`config.mk`:
```
export PLATFORM = sky130hd
export DESIGN_NAME = lf_reader_timing
export DESIGN_NICKNAME = d
export VERILOG_FILES = /design/src/rtl/lfr_pkg.sv /design/src/rtl/lfr_divider.sv /design/src/rtl/lfr_carrier.sv /design/src/rtl/lfr_serializer.sv /design/src/rtl/lf_reader_timing.sv
export SDC_FILE = /design/constraint.sdc
export NUM_CORES = 1
export LEC_CHECK = 0
export CAP_MARGIN = 20
export CORE_MARGIN = 3
export CORE_UTILIZATION = 39
export DETAILED_ROUTE_END_ITERATION = 10
export DONT_BUFFER_PORTS = 1
export PLACE_DENSITY = 0.55
export SYNTH_ARGS = -nofsm -noshare
export SYNTH_HDL_FRONTEND = slang
export SYNTH_SLANG_ARGS = --single-unit
```
`constraint.sdc`:
```
create_clock -name clk -period 2.1 [get_ports clk]
set_input_delay 0.105 -clock clk [delete_from_list [all_inputs] [get_ports clk]]
set_output_delay 0.105 -clock clk [all_outputs]
set_load 0.02 [all_outputs]
```
`src/rtl/lfr_pkg.sv`:
```
package lfr_pkg;

    typedef enum logic [1:0] {
        SER_IDLE  = 2'd0,
        SER_ARMED = 2'd1,
        SER_SHIFT = 2'd2
    } ser_state_t;

endpackage

```
`src/rtl/lfr_divider.sv`:
```
module lfr_divider #(
    parameter int BASE_HALF = 11
) (
    input  logic clk,
    input  logic rst,
    input  logic sel_slow,
    output logic ser_clk,
    output logic ser_rise,
    output logic ser_fall
);
    localparam int MAX_HALF = BASE_HALF + 1;
    localparam int CNT_W    = $clog2(MAX_HALF);

    logic [CNT_W-1:0] cnt;
    logic [CNT_W-1:0] last_cnt;
    logic             sel_q;
    logic             clk_q;
    logic             wrap;

    // terminal count for the half period chosen at the previous wrap
    always_comb begin
        last_cnt = CNT_W'(BASE_HALF - 1) + CNT_W'(sel_q);
        wrap     = (cnt == last_cnt);
    end

    always_ff @(posedge clk) begin
        if (rst) begin
            cnt   <= '0;
            sel_q <= sel_slow;
            clk_q <= 1'b0;
        end else if (wrap) begin
            cnt   <= '0;
            sel_q <= sel_slow;
            clk_q <= ~clk_q;
        end else begin
            cnt   <= cnt + 1'b1;
        end
    end

    assign ser_clk  = clk_q;
    assign ser_rise = wrap & ~clk_q;
    assign ser_fall = wrap &  clk_q;

endmodule

```
`src/rtl/lfr_carrier.sv`:
```
module lfr_carrier #(
    parameter int DRIVE_DIV = 8
) (
    input  logic clk,
    input  logic rst,
    input  logic ser_rise,
    output logic coil_drive,
    output logic adc_clk,
    output logic capture
);
    localparam int PH_W   = $clog2(DRIVE_DIV);
    localparam int CAP_PH = DRIVE_DIV / 2;

    logic [PH_W-1:0] phase;

    always_ff @(posedge clk) begin
        if (rst) begin
            phase <= '0;
        end else if (ser_rise) begin
            phase <= phase + 1'b1;
        end
    end

    assign coil_drive = phase[PH_W-1];
    assign adc_clk    = phase[PH_W-1];
    // one serial rise after the conversion clock went high
    assign capture    = ser_rise && (phase == PH_W'(CAP_PH));

endmodule

```
`src/rtl/lfr_serializer.sv`:
```
module lfr_serializer
    import lfr_pkg::*;
#(
    parameter int SAMPLE_W = 8
) (
    input  logic                clk,
    input  logic                rst,
    input  logic                capture,
    input  logic                ser_fall,
    input  logic [SAMPLE_W-1:0] adc_data,
    output logic                ser_data,
    output logic                ser_frame
);
    localparam int IDX_W = $clog2(SAMPLE_W);

    ser_state_t          state;
    ser_state_t          nxt;
    logic [SAMPLE_W-1:0] hold;
    logic                hold_valid;
    logic [SAMPLE_W-1:0] shreg;
    logic [IDX_W-1:0]    bit_idx;
    logic                last_bit;
    logic                load;

    always_comb begin
        last_bit = (bit_idx == IDX_W'(SAMPLE_W - 1));
        load     = ser_fall && ((state == SER_ARMED) ||
                                ((state == SER_SHIFT) && last_bit && hold_valid));
    end

    // next-state logic
    always_comb begin
        nxt = state;
        unique case (state)
            SER_IDLE:  if (capture)  nxt = SER_ARMED;
            SER_ARMED: if (ser_fall) nxt = SER_SHIFT;
            SER_SHIFT: if (ser_fall && last_bit)
                           nxt = hold_valid ? SER_SHIFT : SER_IDLE;
            default:   nxt = SER_IDLE;
        endcase
    end

    // state register
    always_ff @(posedge clk) begin
        if (rst) state <= SER_IDLE;
        else     state <= nxt;
    end

    // holding register, shifter and outputs
    always_ff @(posedge clk) begin
        if (rst) begin
            hold       <= '0;
            hold_valid <= 1'b0;
            shreg      <= '0;
            bit_idx    <= '0;
            ser_frame  <= 1'b0;
        end else begin
            if (load)    hold_valid <= 1'b0;
            if (capture) begin
                hold       <= adc_data;
                hold_valid <= 1'b1;
            end
            if (load) begin
                shreg     <= hold;
                bit_idx   <= '0;
                ser_frame <= 1'b1;
            end else if ((state == SER_SHIFT) && ser_fall) begin
                if (last_bit) begin
                    shreg     <= '0;
                    bit_idx   <= '0;
                    ser_frame <= 1'b0;
                end else begin
                    shreg   <= {shreg[SAMPLE_W-2:0], 1'b0};
                    bit_idx <= bit_idx + 1'b1;
                end
            end
        end
    end

    assign ser_data = shreg[SAMPLE_W-1];

endmodule

```
`src/rtl/lf_reader_timing.sv`:
```
module lf_reader_timing #(
    parameter int BASE_HALF = 11,
    parameter int DRIVE_DIV = 8,
    parameter int SAMPLE_W  = 8
) (
    input  logic                clk,
    input  logic                rst,
    input  logic [SAMPLE_W-1:0] adc_data,
    input  logic                sel_slow,
    output logic                coil_drive,
    output logic                adc_clk,
    output logic                ser_clk,
    output logic                ser_data,
    output logic                ser_frame,
    output logic                hf_drive,
    output logic                dbg_out
);
    logic ser_rise;
    logic ser_fall;
    logic capture;

    lfr_divider #(.BASE_HALF(BASE_HALF)) u_div (
        .clk      (clk),
        .rst      (rst),
        .sel_slow (sel_slow),
        .ser_clk  (ser_clk),
        .ser_rise (ser_rise),
        .ser_fall (ser_fall)
    );

    lfr_carrier #(.DRIVE_DIV(DRIVE_DIV)) u_car (
        .clk        (clk),
        .rst        (rst),
        .ser_rise   (ser_rise),
        .coil_drive (coil_drive),
        .adc_clk    (adc_clk),
        .capture    (capture)
    );

    lfr_serializer #(.SAMPLE_W(SAMPLE_W)) u_ser (
        .clk       (clk),
        .rst       (rst),
        .capture   (capture),
        .ser_fall  (ser_fall),
        .adc_data  (adc_data),
        .ser_data  (ser_data),
        .ser_frame (ser_frame)
    );

    assign hf_drive = 1'b0;
    assign dbg_out  = adc_clk;

endmodule

```
[Word level (Yosys, flattened, before mapping)]
Index checks and enable logic that the tools add are counted.
Widths: inputs -> output; s select.
Word-level totals
  flip-flop bits (word level): 32
  bits in latches: 0
  memory bits (writable): 0
  bits in read-only memories: 0
  bits of input ports: 11
  logic and storage cells: 57
  memories kept: 0
Operators by class
  $add $sub $neg: 4
  multipliers: 0
  divide/modulo/power cells: 0
  $lt $le $gt $ge: 0
  equality and inequality tests: 8
  shift-type cells: 0
  multiplexer cells: 16
  bitwise operators: 3
  reduce and logical (&&, ||, !) cells: 16
Operators with widths (count)
  $mux 8: 3
  $mux 2: 4
  $reduce_bool 2->1: 4
  $mux 1: 7
  $add 3x1->3 const B: 2
  $eq 3x3->1 const B: 2
  $logic_and 1x1->1: 6
  $pmux 2 s3: 1
  $add 4x1->4 const A: 1
  $add 4x1->4 const B: 1
  $eq 4x4->1: 1
  $ne 2x1->1 const B: 2
  $reduce_or 2->1: 2
  $mux 3: 1
  $reduce_and 3->1: 1
  $and 1x1->1: 2
  $eq 2x1->1 const B: 1
  $eq 2x2->1 const B: 1
  $logic_not 2->1: 1
  $ne 2x2->1 const B: 1
  $reduce_and 2->1: 1
  $logic_or 1x1->1: 1
  $not 1->1: 1

[Longest topological paths before layout]
Gate-level depths: netlist of the first run.
  word-level depth: 7
  mapped depth: 7

[Modules after synthesis]
A second synthesis of the first run with hierarchy kept.
Second synthesis, totals
  cells, all modules: 151
  area, all modules: 1490.2 µm²
Modules (own cells, without submodules)
  lfr_serializer: times used 1, cells each 109, area each 1076.0 µm², sequential area each 460.4 µm²
  lfr_divider: times used 1, cells each 23, area each 239.0 µm², sequential area each 130.1 µm²
  lfr_carrier: times used 1, cells each 16, area each 156.4 µm², sequential area each 60.1 µm²
  lf_reader_timing: times used 1, cells each 3, area each 18.8 µm², sequential area each 0.0 µm²

[Least setup slack after synthesis of the first run]
Ideal clock, no wire load.
  path kind: reg-to-reg
  start: register u_ser.bit_idx[0]
  end: register u_ser.shreg[2]
  arrival time: 1.604 ns
  required time: 1.978 ns
  path slack: 0.374 ns
  stages on the path, launching flop included: 7
  buffers on the path: 0
  period minus slack after synthesis: 1.726 ns
  cell sequence: dfxtp_1 ha_1 ha_1 and4b_1 or2_2 and3_1 a221o_1
Between the ends
  longest elaborated chain between the ends: 6
  elaborated cells between the ends (all ways): 9
RTL lines
  start, declared: RTL line lfr_serializer.sv:21  | logic [IDX_W-1:0] bit_idx;
  start signal, assigned: RTL line lfr_serializer.sv:74  | bit_idx <= bit_idx + 1'b1;
  $eq 3x3->1 *: RTL line lfr_serializer.sv:26  | last_bit = (bit_idx == IDX_W'(SAMPLE_W - 1));
  $logic_and 1x1->1 (2 in a row): RTL line lfr_serializer.sv:28  | ((state == SER_SHIFT) && last_bit && hold_valid));
  $logic_or 1x1->1: RTL line lfr_serializer.sv:27  | load = ser_fall && ((state == SER_ARMED) ||
  $logic_and 1x1->1: RTL line lfr_serializer.sv:27
  $mux 8 or $reduce_bool 2->1 (tied branches)
  end signal, assigned: RTL line lfr_serializer.sv:64  | shreg <= hold;
  end signal, assigned: RTL line lfr_serializer.sv:73  | shreg <= {shreg[SAMPLE_W-2:0], 1'b0};
  end, declared: RTL line lfr_serializer.sv:20  | logic [SAMPLE_W-1:0] shreg;
Mark *: on every way between the ends. The rest lies on a longest branch, timed or not. The select of a mux whose other input is x is not followed.
A chain may end at the register's enable or synchronous reset.

[Worst setup path in the final report of the first run]
  start: register u_ser.bit_idx[0]
  end: register u_ser.shreg[4]
The elaborated chain is that of the path after synthesis.

==> impl_metrics.toml, run 1 <==
[timing]
worstMarginPinSlew_ns = 0.679
finalClockSkew_ns = 0.00554
rsz0062_at_grt = "no"
finalMaxSlewViolations = 0
finalSetupViolations = 0
hold_violations = 0
relSlewSlack_pct = 54.6
min_period_ns = 1.85
fmax_mhz = 541
finalSetupTns_ns = 0
post-route-period-util_pct = 88.0
setup_slack_ns = 0.253

[yosys]
yosys_warnings = 0
synth_largest_area_cell = "dfxtp_1"
yosys_most_used_dff = "dfxtp_1"
async_flop_share_pct = 0
synth_nets = 157
yosysTopAreaCellShare_pct = 44.9
synthTopCellsByArea = "dfxtp_1 45%, mux2i_1 6.5%, nor2_1 5.2%"
synth-edff-count = 1
synth_commonest_cells = "31 x dfxtp_1, 19 x nor2_1, 9 x mux2i_1"
synth_seq_cells = 32
syn_area_um2 = 1380
syn-instance-count = 141
avgSynthCellArea_um2 = 9.81
yosysMostFrequentCell = "dfxtp_1"
synth.distinct_cells = 34
synth_seq_area_share_pct = 47.1

[cts]
insertion_delay_ns = 0.33
cts_resized = 0
cts_num_sinks = 32
cts_buffers = 5
clk_path_buf_depth = 2
cts_setup_buffers = 0
clkTransAtPathRegs_ns = 0.10
cts_root_buf = "clkbuf_4"
holdBufCountCts = 10
cts_tree = "done"
htreeDepth = 2

[global_routing]
grt_pass1_wl_um = 4390
antenna_found_initial = 0
grt_overflow = 0
grt_util_all_layers_pct = 13.5
grt_pass1_vias = 985
grt_max_degree = 21

[finish]
area_growth_pct = 14.9
drive_gt1_share_pct = 10.4
num_antenna_cells = 0
area.sequential_um2 = 651
multi_input_area_um2 = 667
n_fill_cell = 343
fin_nets = 169

[die]
die_area_um2 = 4300
ios = 18
core_um2 = 3200
initial_core_util_pct = 43.2
die_height_um = 65.5
rows = 20
dieWidth_um = 65.5

[drt]
drtIter0Drc = 37
drt-vias-per-instance = 5.10
ant_nets = 0
totalWireLength_um = 2460
drc = 0
vias = 1009
wl_per_cell_um = 12.4
dr.pass1.iters = 5

[setup_path]
end_kind = "flop"
arrival_ns = 2.08
max_stage_delay_ns = 0.34
critPathMaxFanout = 7
crit_type = "reg -> reg"
cp_slowest_cell = "dfxtp_1"
start_kind = "flop"
cp.required_ns = 2.34
rr_worst_depth = 6
path_cells = "ha_1 -> ha_1 -> and4b_1 -> or2_2 -> and3_1 -> a221o_1"
cp_common_cell = "ha_1"

[placement]
gp_congestion = 0.728
port_buffers = 0
dp_worst_setup_slack_ns = 0.269
dp_hpwl_um = 1740

[power]
leakage_uw = 0.000606
p_per_area_nw_per_um2 = 687
ir_drop_uv = 339

[min_path]
hp-class = "in -> reg"
whs_path_depth = 2

[outcome]
status = "completed"

[job]
cap_violations = 0
-- layer usage --
layer / GRT usage (%) / vias up / part of all wire, %
met1: 16.8 / 461 / 51
li1: - / 515 / -
met2: 20.0 / 28 / 41
met4: 4.66 / 0 / 1.1
met5: 0 / - / 0
met3: 6.84 / 5 / 7.2
-- placed cells by master, fill, tap and decap left out, types with 5 or more instances in the layout --
cell	count
a21oi_1	6
a221o_1	7
and3_1	8
clkbuf_4	5
dfxtp_1	31
dlygate4sd3_1	10
ha_1	5
inv_1	5
mux2i_1	9
nand2_1	6
nor2_1	19
xnor2_1	6
-- where the power goes --
part	switching (uW)	internal, uW
registers	8.63	616
logic	24.5	23.5
clock network	218	200
total	251	840
-- critical path, delay by kind of cell, from the launching register on --
| kind | cells | cell delay, ns |
|---|---|---|
| DFF | 1 | 0.34 |
| and+or+nand+nor | 3 | 0.73 |
| AOI/OAI and AO/OA | 1 | 0.25 |
| adders and majority gates | 2 | 0.43 |
-- final timing paths --
path                                  from                             to  slack [ns]
max reg2reg  u_ser.bit_idx[0]$_SDFFE_PP0P_    u_ser.shreg[4]$_SDFFE_PP0P_        0.25
max          u_ser.bit_idx[0]$_SDFFE_PP0P_    u_ser.shreg[4]$_SDFFE_PP0P_        0.25
min reg2reg  u_ser.bit_idx[2]$_SDFFE_PP0P_  u_ser.bit_idx[2]$_SDFFE_PP0P_        0.47
min                                    rst    u_ser.shreg[1]$_SDFFE_PP0P_        0.25
-- per-stage QoR --
stage / hold WS (ns) / std cells / util, % / instance area (um2) / total power (uW)
floorplan: 0.204 / 141 / - / 1380 / 667
global placement: 0.179 / 180 / 44.1 / 1410 / 666
detailed placement: 0.179 / 180 / 44.1 / 1410 / 667
CTS: 0.237 / 198 / 49.6 / 1590 / 1100
global route: 0.245 / 198 / 49.6 / 1590 / 1150
finish: 0.252 / 198 / 49.6 / 1590 / 1090
-- state kept, by name (all words and copies together) (netlist names) --
signal,count
u_car.phase,3
u_ser.state,2
u_ser.shreg,8
u_div.sel_q,1
u_ser.bit_idx,3
u_div.cnt,4
u_ser.hold_valid,1
u_div.ser_clk,1
u_ser.ser_frame,1
u_ser.hold,8
-- layout make-up --
class | count | share of cell area (%)
timing repair buffer | 13 | 7.72
multi-input combinational | 96 | 42.0
clock buffer | 6 | 3.94
clock inverter | 2 | 0.787
inverter | 5 | 1.18
tap | 44 | 3.46
sequential | 32 | 40.9
-- kinds of logic (layout without fill, tap and decap cells) --
| family | after synthesis | count (layout) | synth area share (%) |
|---|---|---|---|
| xor+xnor | 8 | 8 | 5.61 |
| flops | 32 | 32 | 47.1 |
| fa+ha+maj | 5 | 5 | 4.52 |
| compound gates | 18 | 18 | 9.68 |
| buf+inv | 13 | 26 | 5.16 |
| other cells | 1 | 1 | 0.271 |
| mux | 9 | 9 | 6.52 |
| simple gates | 55 | 55 | 21.2 |
No activity file was read; power rests on OpenSTA's default activity.
==> run 2, diff against run 1 <==
--- a/config.mk
+++ b/config.mk
@@ -7,10 +7,10 @@
 export LEC_CHECK = 0
 export CAP_MARGIN = 20
 export CORE_MARGIN = 3
-export CORE_UTILIZATION = 39
+export CORE_UTILIZATION = 30
 export DETAILED_ROUTE_END_ITERATION = 10
 export DONT_BUFFER_PORTS = 1
-export PLACE_DENSITY = 0.55
+export PLACE_DENSITY = 0.46
 export SYNTH_ARGS = -nofsm -noshare
 export SYNTH_HDL_FRONTEND = slang
 export SYNTH_SLANG_ARGS = --single-unit
==> run 2 against run 1 <==
  * Utilization shrank 13 points
  * Combinational power up 3%
  * Clock power increased by 16%
  * Worst setup slack worse by 0.0020 ns
  * Sequential cell count is the same
  * Hold slack worse by 0.22 ns
  * Via count up 1.9%
  * Clock-buffer cell count up 1
  * Fmax down 0.11%
  * Non-clock buffer count did not move
  * Die area increased by 27%
  * Sequential power is essentially flat
  * Critical path type unchanged
  * Largest power group unchanged
==> impl_metrics.toml, run 2 (synthesis gave the netlist of run 1 again) <==
[outcome]
status = "completed"

[timing]
worstMarginPinSlew_ns = 0.634
finalSetupTns_ns = 0
hold_violations = 0
fmax_mhz = 541
setup_slack_ns = 0.251
finalClockSkew_ns = 0.00428
finalSetupViolations = 0
post-route-period-util_pct = 88.1
rsz0062_at_grt = "no"
finalMaxSlewViolations = 0
relSlewSlack_pct = 57.6
min_period_ns = 1.85

[placement]
port_buffers = 0
placed_cell_area_um2 = 1420
gp_congestion = 0.802
dp_worst_setup_slack_ns = 0.251
dp_hpwl_um = 2000

[setup_path]
worstReg2RegEnd = "u_ser.shreg[4]$_SDFFE_PP0P_"
rr_worst_depth = 6
rr_startpoint = "u_ser.bit_idx[0]$_SDFFE_PP0P_"
start_kind = "flop"
crit_type = "reg -> reg"
end_kind = "flop"
cp.required_ns = 2.27
critPathMaxFanout = 7
ff2ff_setup_slack_ns = 0.25
arrival_ns = 2.02

[global_routing]
antenna_found_initial = 0
grt_use_met2_pct = 18.4
grt_max_degree = 17
grt_busiest_layer = "met2"
grtUsageMet3_pct = 4.38
use_met1_pct = 13.8
grt_overflow = 0
grt_util_all_layers_pct = 11.6
grt_pass1_vias = 1029
grt_pass1_wl_um = 4790

[die]
dieWidth_um = 73.9
die_height_um = 73.9
rows = 24
initial_core_util_pct = 31.3
ios = 18
die_area_um2 = 5460
core_um2 = 4410

[drt]
drtIter0Drc = 36
totalWireLength_um = 2780
wl_per_cell_um = 13.5
dr.pass1.iters = 4
ant_nets = 0
vias = 1028
drt-vias-per-instance = 4.99
drc = 0

[cts]
cts_resized = 0
insertion_delay_ns = 0.28
cts_num_sinks = 32
cts_setup_buffers = 0
clkTransAtPathRegs_ns = 0.07
cts_buffers = 5
cts_root_buf = "clkbuf_8"
clk_path_buf_depth = 2
holdBufCountCts = 10
cts_tree = "done"
htreeDepth = 2

[finish]
drive_gt1_share_pct = 9.74
top_regs = "u_ser.hold x8, u_ser.shreg x8, u_div.cnt x4"
area.sequential_um2 = 651
num_antenna_cells = 0
design_area_um2 = 1620
mostFrequentLayoutCell = "dfxtp_1"
fin_nets = 169
final_cell_mix = "31 x dfxtp_1, 19 x nor2_1, 10 x dlygate4sd3_1"
n_fill_cell = 429
area_growth_pct = 17.0
multi_input_area_um2 = 667

[power]
ir_drop_uv = 311
p_int_uw = 906
leakage_uw = 0.000611
total_power_uw = 1160
p_per_area_nw_per_um2 = 716
seqPwrFrac_pct = 53.9
p_sw_share_pct = 21.8
p_switching_uw = 252
clockPowerShare_pct = 41.8
p_comb_share_pct = 4.3

[min_path]
hp-class = "in -> reg"
whs_path_depth = 2
hold_start = "rst"
hold_path_end = "u_ser.hold[0]$_SDFFE_PP0P_"

[job]
cap_violations = 0
## run 2: changes by cell type in the layout (fill, tap and decap cells not counted)
cell | previous run | this run
clkbuf_8 | 0 | 6
clkbuf_16 | 1 | 0
clkbuf_4 | 5 | 0
clkbuf_1 | 0 | 1
clkinv_2 | 1 | 0
## run 2: per-stage QoR
stage	hold WS, ns	cells	utilization, %
final	0.0366	206	36.6
after global placement	0.180	188	32.3
after global routing	0.0499	206	36.6
after CTS	0.0215	206	36.6
after floorplan	0.204	141	-
after detailed placement	0.180	188	32.3
## run 2: layout make-up
cell class	instances	area share, %
inverters	5	1.16
clock buffers	7	5.34
flip-flops and latches	32	40.2
multi-input cells	96	41.2
well taps	52	4.02
repair buffers	13	7.58
clock inverters	1	0.464
## run 2: worst max-delay path by stage
stage                                   from                          end  slack [ns]  cells after the start
2_1_floorplan  u_ser.bit_idx[0]$_SDFFE_PP0P_  u_ser.shreg[2]$_SDFFE_PP0P_        0.37                      6
3_3_place_gp   u_ser.bit_idx[0]$_SDFFE_PP0P_  u_ser.shreg[4]$_SDFFE_PP0P_        0.30                      6
3_5_place_dp   u_ser.bit_idx[0]$_SDFFE_PP0P_  u_ser.shreg[3]$_SDFFE_PP0P_        0.25                      6
4_1_cts        u_ser.bit_idx[0]$_SDFFE_PP0P_  u_ser.shreg[3]$_SDFFE_PP0P_        0.25                      6
5_1_grt        u_ser.bit_idx[0]$_SDFFE_PP0P_  u_ser.shreg[2]$_SDFFE_PP0P_        0.19                      6
6_report       u_ser.bit_idx[0]$_SDFFE_PP0P_  u_ser.shreg[4]$_SDFFE_PP0P_        0.25                      6
## run 2: layer usage
metal | vias to the layer above | routed length, um
met4 | 0 | 55
li1 | 518 | -
met2 | 14 | 1290
met3 | 8 | 111
met5 | - | 0
met1 | 488 | 1320
## run 2: critical path: stages (launching register included)
cell	delay, ns
dfxtp_1	0.33
ha_1	0.20
ha_1	0.22
and4b_1	0.20
or2_2	0.35
and3_1	0.18
a221o_1	0.25
## run 2: power groups by stage
stage | Sequential (uW) | Combinational, uW | Clock [uW]
finish | 625 | 49.4 | 484
detailed placement | 639 | 29.5 | 0
CTS | 625 | 50.0 | 501
global placement | 638 | 28.7 | 0
global route | 626 | 55.6 | 529
floorplan | 637 | 29.8 | 0
==> run 3, diff against run 2 <==
--- a/config.mk
+++ b/config.mk
@@ -7,10 +7,10 @@
 export LEC_CHECK = 0
 export CAP_MARGIN = 20
 export CORE_MARGIN = 3
-export CORE_UTILIZATION = 30
+export CORE_UTILIZATION = 54
 export DETAILED_ROUTE_END_ITERATION = 10
 export DONT_BUFFER_PORTS = 1
-export PLACE_DENSITY = 0.46
+export PLACE_DENSITY = 0.71
 export SYNTH_ARGS = -nofsm -noshare
 export SYNTH_HDL_FRONTEND = slang
 export SYNTH_SLANG_ARGS = --single-unit
==> run 3 against run 2 <==
  * Sequential share of layout area is 0.54 points higher
  * Non-clock buffer count increased by 1
  * Cell count down 11%
  * Die area down 41%
  * Critical endpoint is now u_ser.shreg[6]$_SDFFE_PP0P_
  * Largest cell class unchanged
  * Highest routed layer unchanged
==> impl_metrics.toml, run 3 (synthesis gave the netlist of run 1 again) <==
[outcome]
status = "completed"

[die]
die_height_um = 56.6
dieWidth_um = 56.6
rows = 17
initial_core_util_pct = 59.6
core_um2 = 2320
ios = 18
die_area_um2 = 3200

[setup_path]
end_kind = "flop"
critPathMaxFanout = 7
cp.required_ns = 2.33
arrival_ns = 2.09
crit_type = "reg -> reg"
start_kind = "flop"

[timing]
worstMarginPinSlew_ns = 0.703
min_period_ns = 1.86
relSlewSlack_pct = 53.0
rsz0062_at_grt = "no"
post-route-period-util_pct = 88.6
hold_violations = 0
finalMaxSlewViolations = 0
finalClockSkew_ns = 0.00826
finalSetupTns_ns = 0
fmax_mhz = 538
finalSetupViolations = 0

[job]
cap_violations = 0

[cts]
cts_setup_buffers = 0
holdBufCountCts = 10
cts_resized = 0
htreeDepth = 2
clkTransAtPathRegs_ns = 0.10
clk_path_buf_depth = 2
cts_buffers = 5
insertion_delay_ns = 0.34
cts_num_sinks = 32
cts_root_buf = "clkbuf_4"
cts_tree = "done"

[global_routing]
grt_overflow = 0
grt_pass1_wl_um = 4510
antenna_found_initial = 0
grt_util_all_layers_pct = 18.4
grt_pass1_vias = 1009
grt_max_degree = 21

[finish]
area_growth_pct = 15.5
mostFrequentLayoutCell = "dfxtp_1"
final_cell_mix = "31 x dfxtp_1, 19 x nor2_1, 10 x dlygate4sd3_1"
n_fill_cell = 168
design_area_um2 = 1600
fin_nets = 170
drive_gt1_share_pct = 11.0
final_util_pct = 68.9
top_regs = "u_ser.hold x8, u_ser.shreg x8, u_div.cnt x4"
num_antenna_cells = 0

[placement]
placed_cell_area_um2 = 1400
port_buffers = 0
dp_hpwl_um = 1820
gp_congestion = 0.736

[drt]
drc = 0
drtIter0Drc = 20
vias = 1023
ant_nets = 0
wl_per_cell_um = 14.3
totalWireLength_um = 2620
drt-vias-per-instance = 5.59
dr.pass1.iters = 4

[min_path]
hp-class = "in -> reg"

[power]
p_per_area_nw_per_um2 = 751
ir_drop_uv = 686
leakage_uw = 0.000624
## run 3: changes by cell type in the layout (fill, tap and decap cells not counted), sizes merged
cell / previous run / this run
buf: 3 / 4
clkinvlp: 1 / 0
bufinv: 0 / 1
## run 3: final cells by class
class	count	area (um2)	share of cell area [%]
Multi-Input combinational cell	96	667	41.8
Clock inverter	1	30.0	1.88
Sequential cell	32	651	40.8
Clock buffer	7	65.1	4.08
Timing Repair Buffer	14	130	8.15
Inverter	5	18.8	1.18
Tap cell	28	35.0	2.19
## run 3: worst paths after layout
path                                 startpoint                       endpoint  slack [ns]  cells past startpoint
setup / recovery  u_ser.bit_idx[0]$_SDFFE_PP0P_    u_ser.shreg[6]$_SDFFE_PP0P_        0.24                      6
hold / removal                              rst    u_ser.shreg[5]$_SDFFE_PP0P_        0.25                      2
setup reg to reg  u_ser.bit_idx[0]$_SDFFE_PP0P_    u_ser.shreg[6]$_SDFFE_PP0P_        0.24                      6
hold reg to reg   u_ser.bit_idx[1]$_SDFFE_PP0P_  u_ser.bit_idx[1]$_SDFFE_PP0P_        0.47                      2
## run 3: through the flow
stage                     setup slack (ns)  total power [uW]  hold slack, ns  cells
after floorplan                      0.374               667           0.204    141
after detailed placement             0.259               668           0.181    165
after CTS                            0.246              1210           0.234    183
after global routing                 0.193              1240           0.253    183
final                                0.240              1200           0.248    183
after global placement               0.317               666           0.178    165
## run 3: metal layers
metal  GRT usage (%)  part of all wire [%]
met5               0                     0
met4            8.14                   2.0
met3            6.44                   4.6
met2            30.2                    47
met1            21.4                    46
## run 3: where the power goes
group          internal, uW  leakage, uW  switching [uW]  total (uW)
Sequential              616     0.000260            8.52         624
Clock                   316    0.0000515             208         524
Combinational          23.7     0.000312            26.1        49.7
Total                   955     0.000624             243        1200
## run 3: critical path, cell delays in order (launching register included)
cell,delay (ns)
dfxtp_1,0.34
ha_1,0.20
ha_1,0.23
and4b_1,0.20
or2_2,0.34
and3_1,0.18
a221o_1,0.26
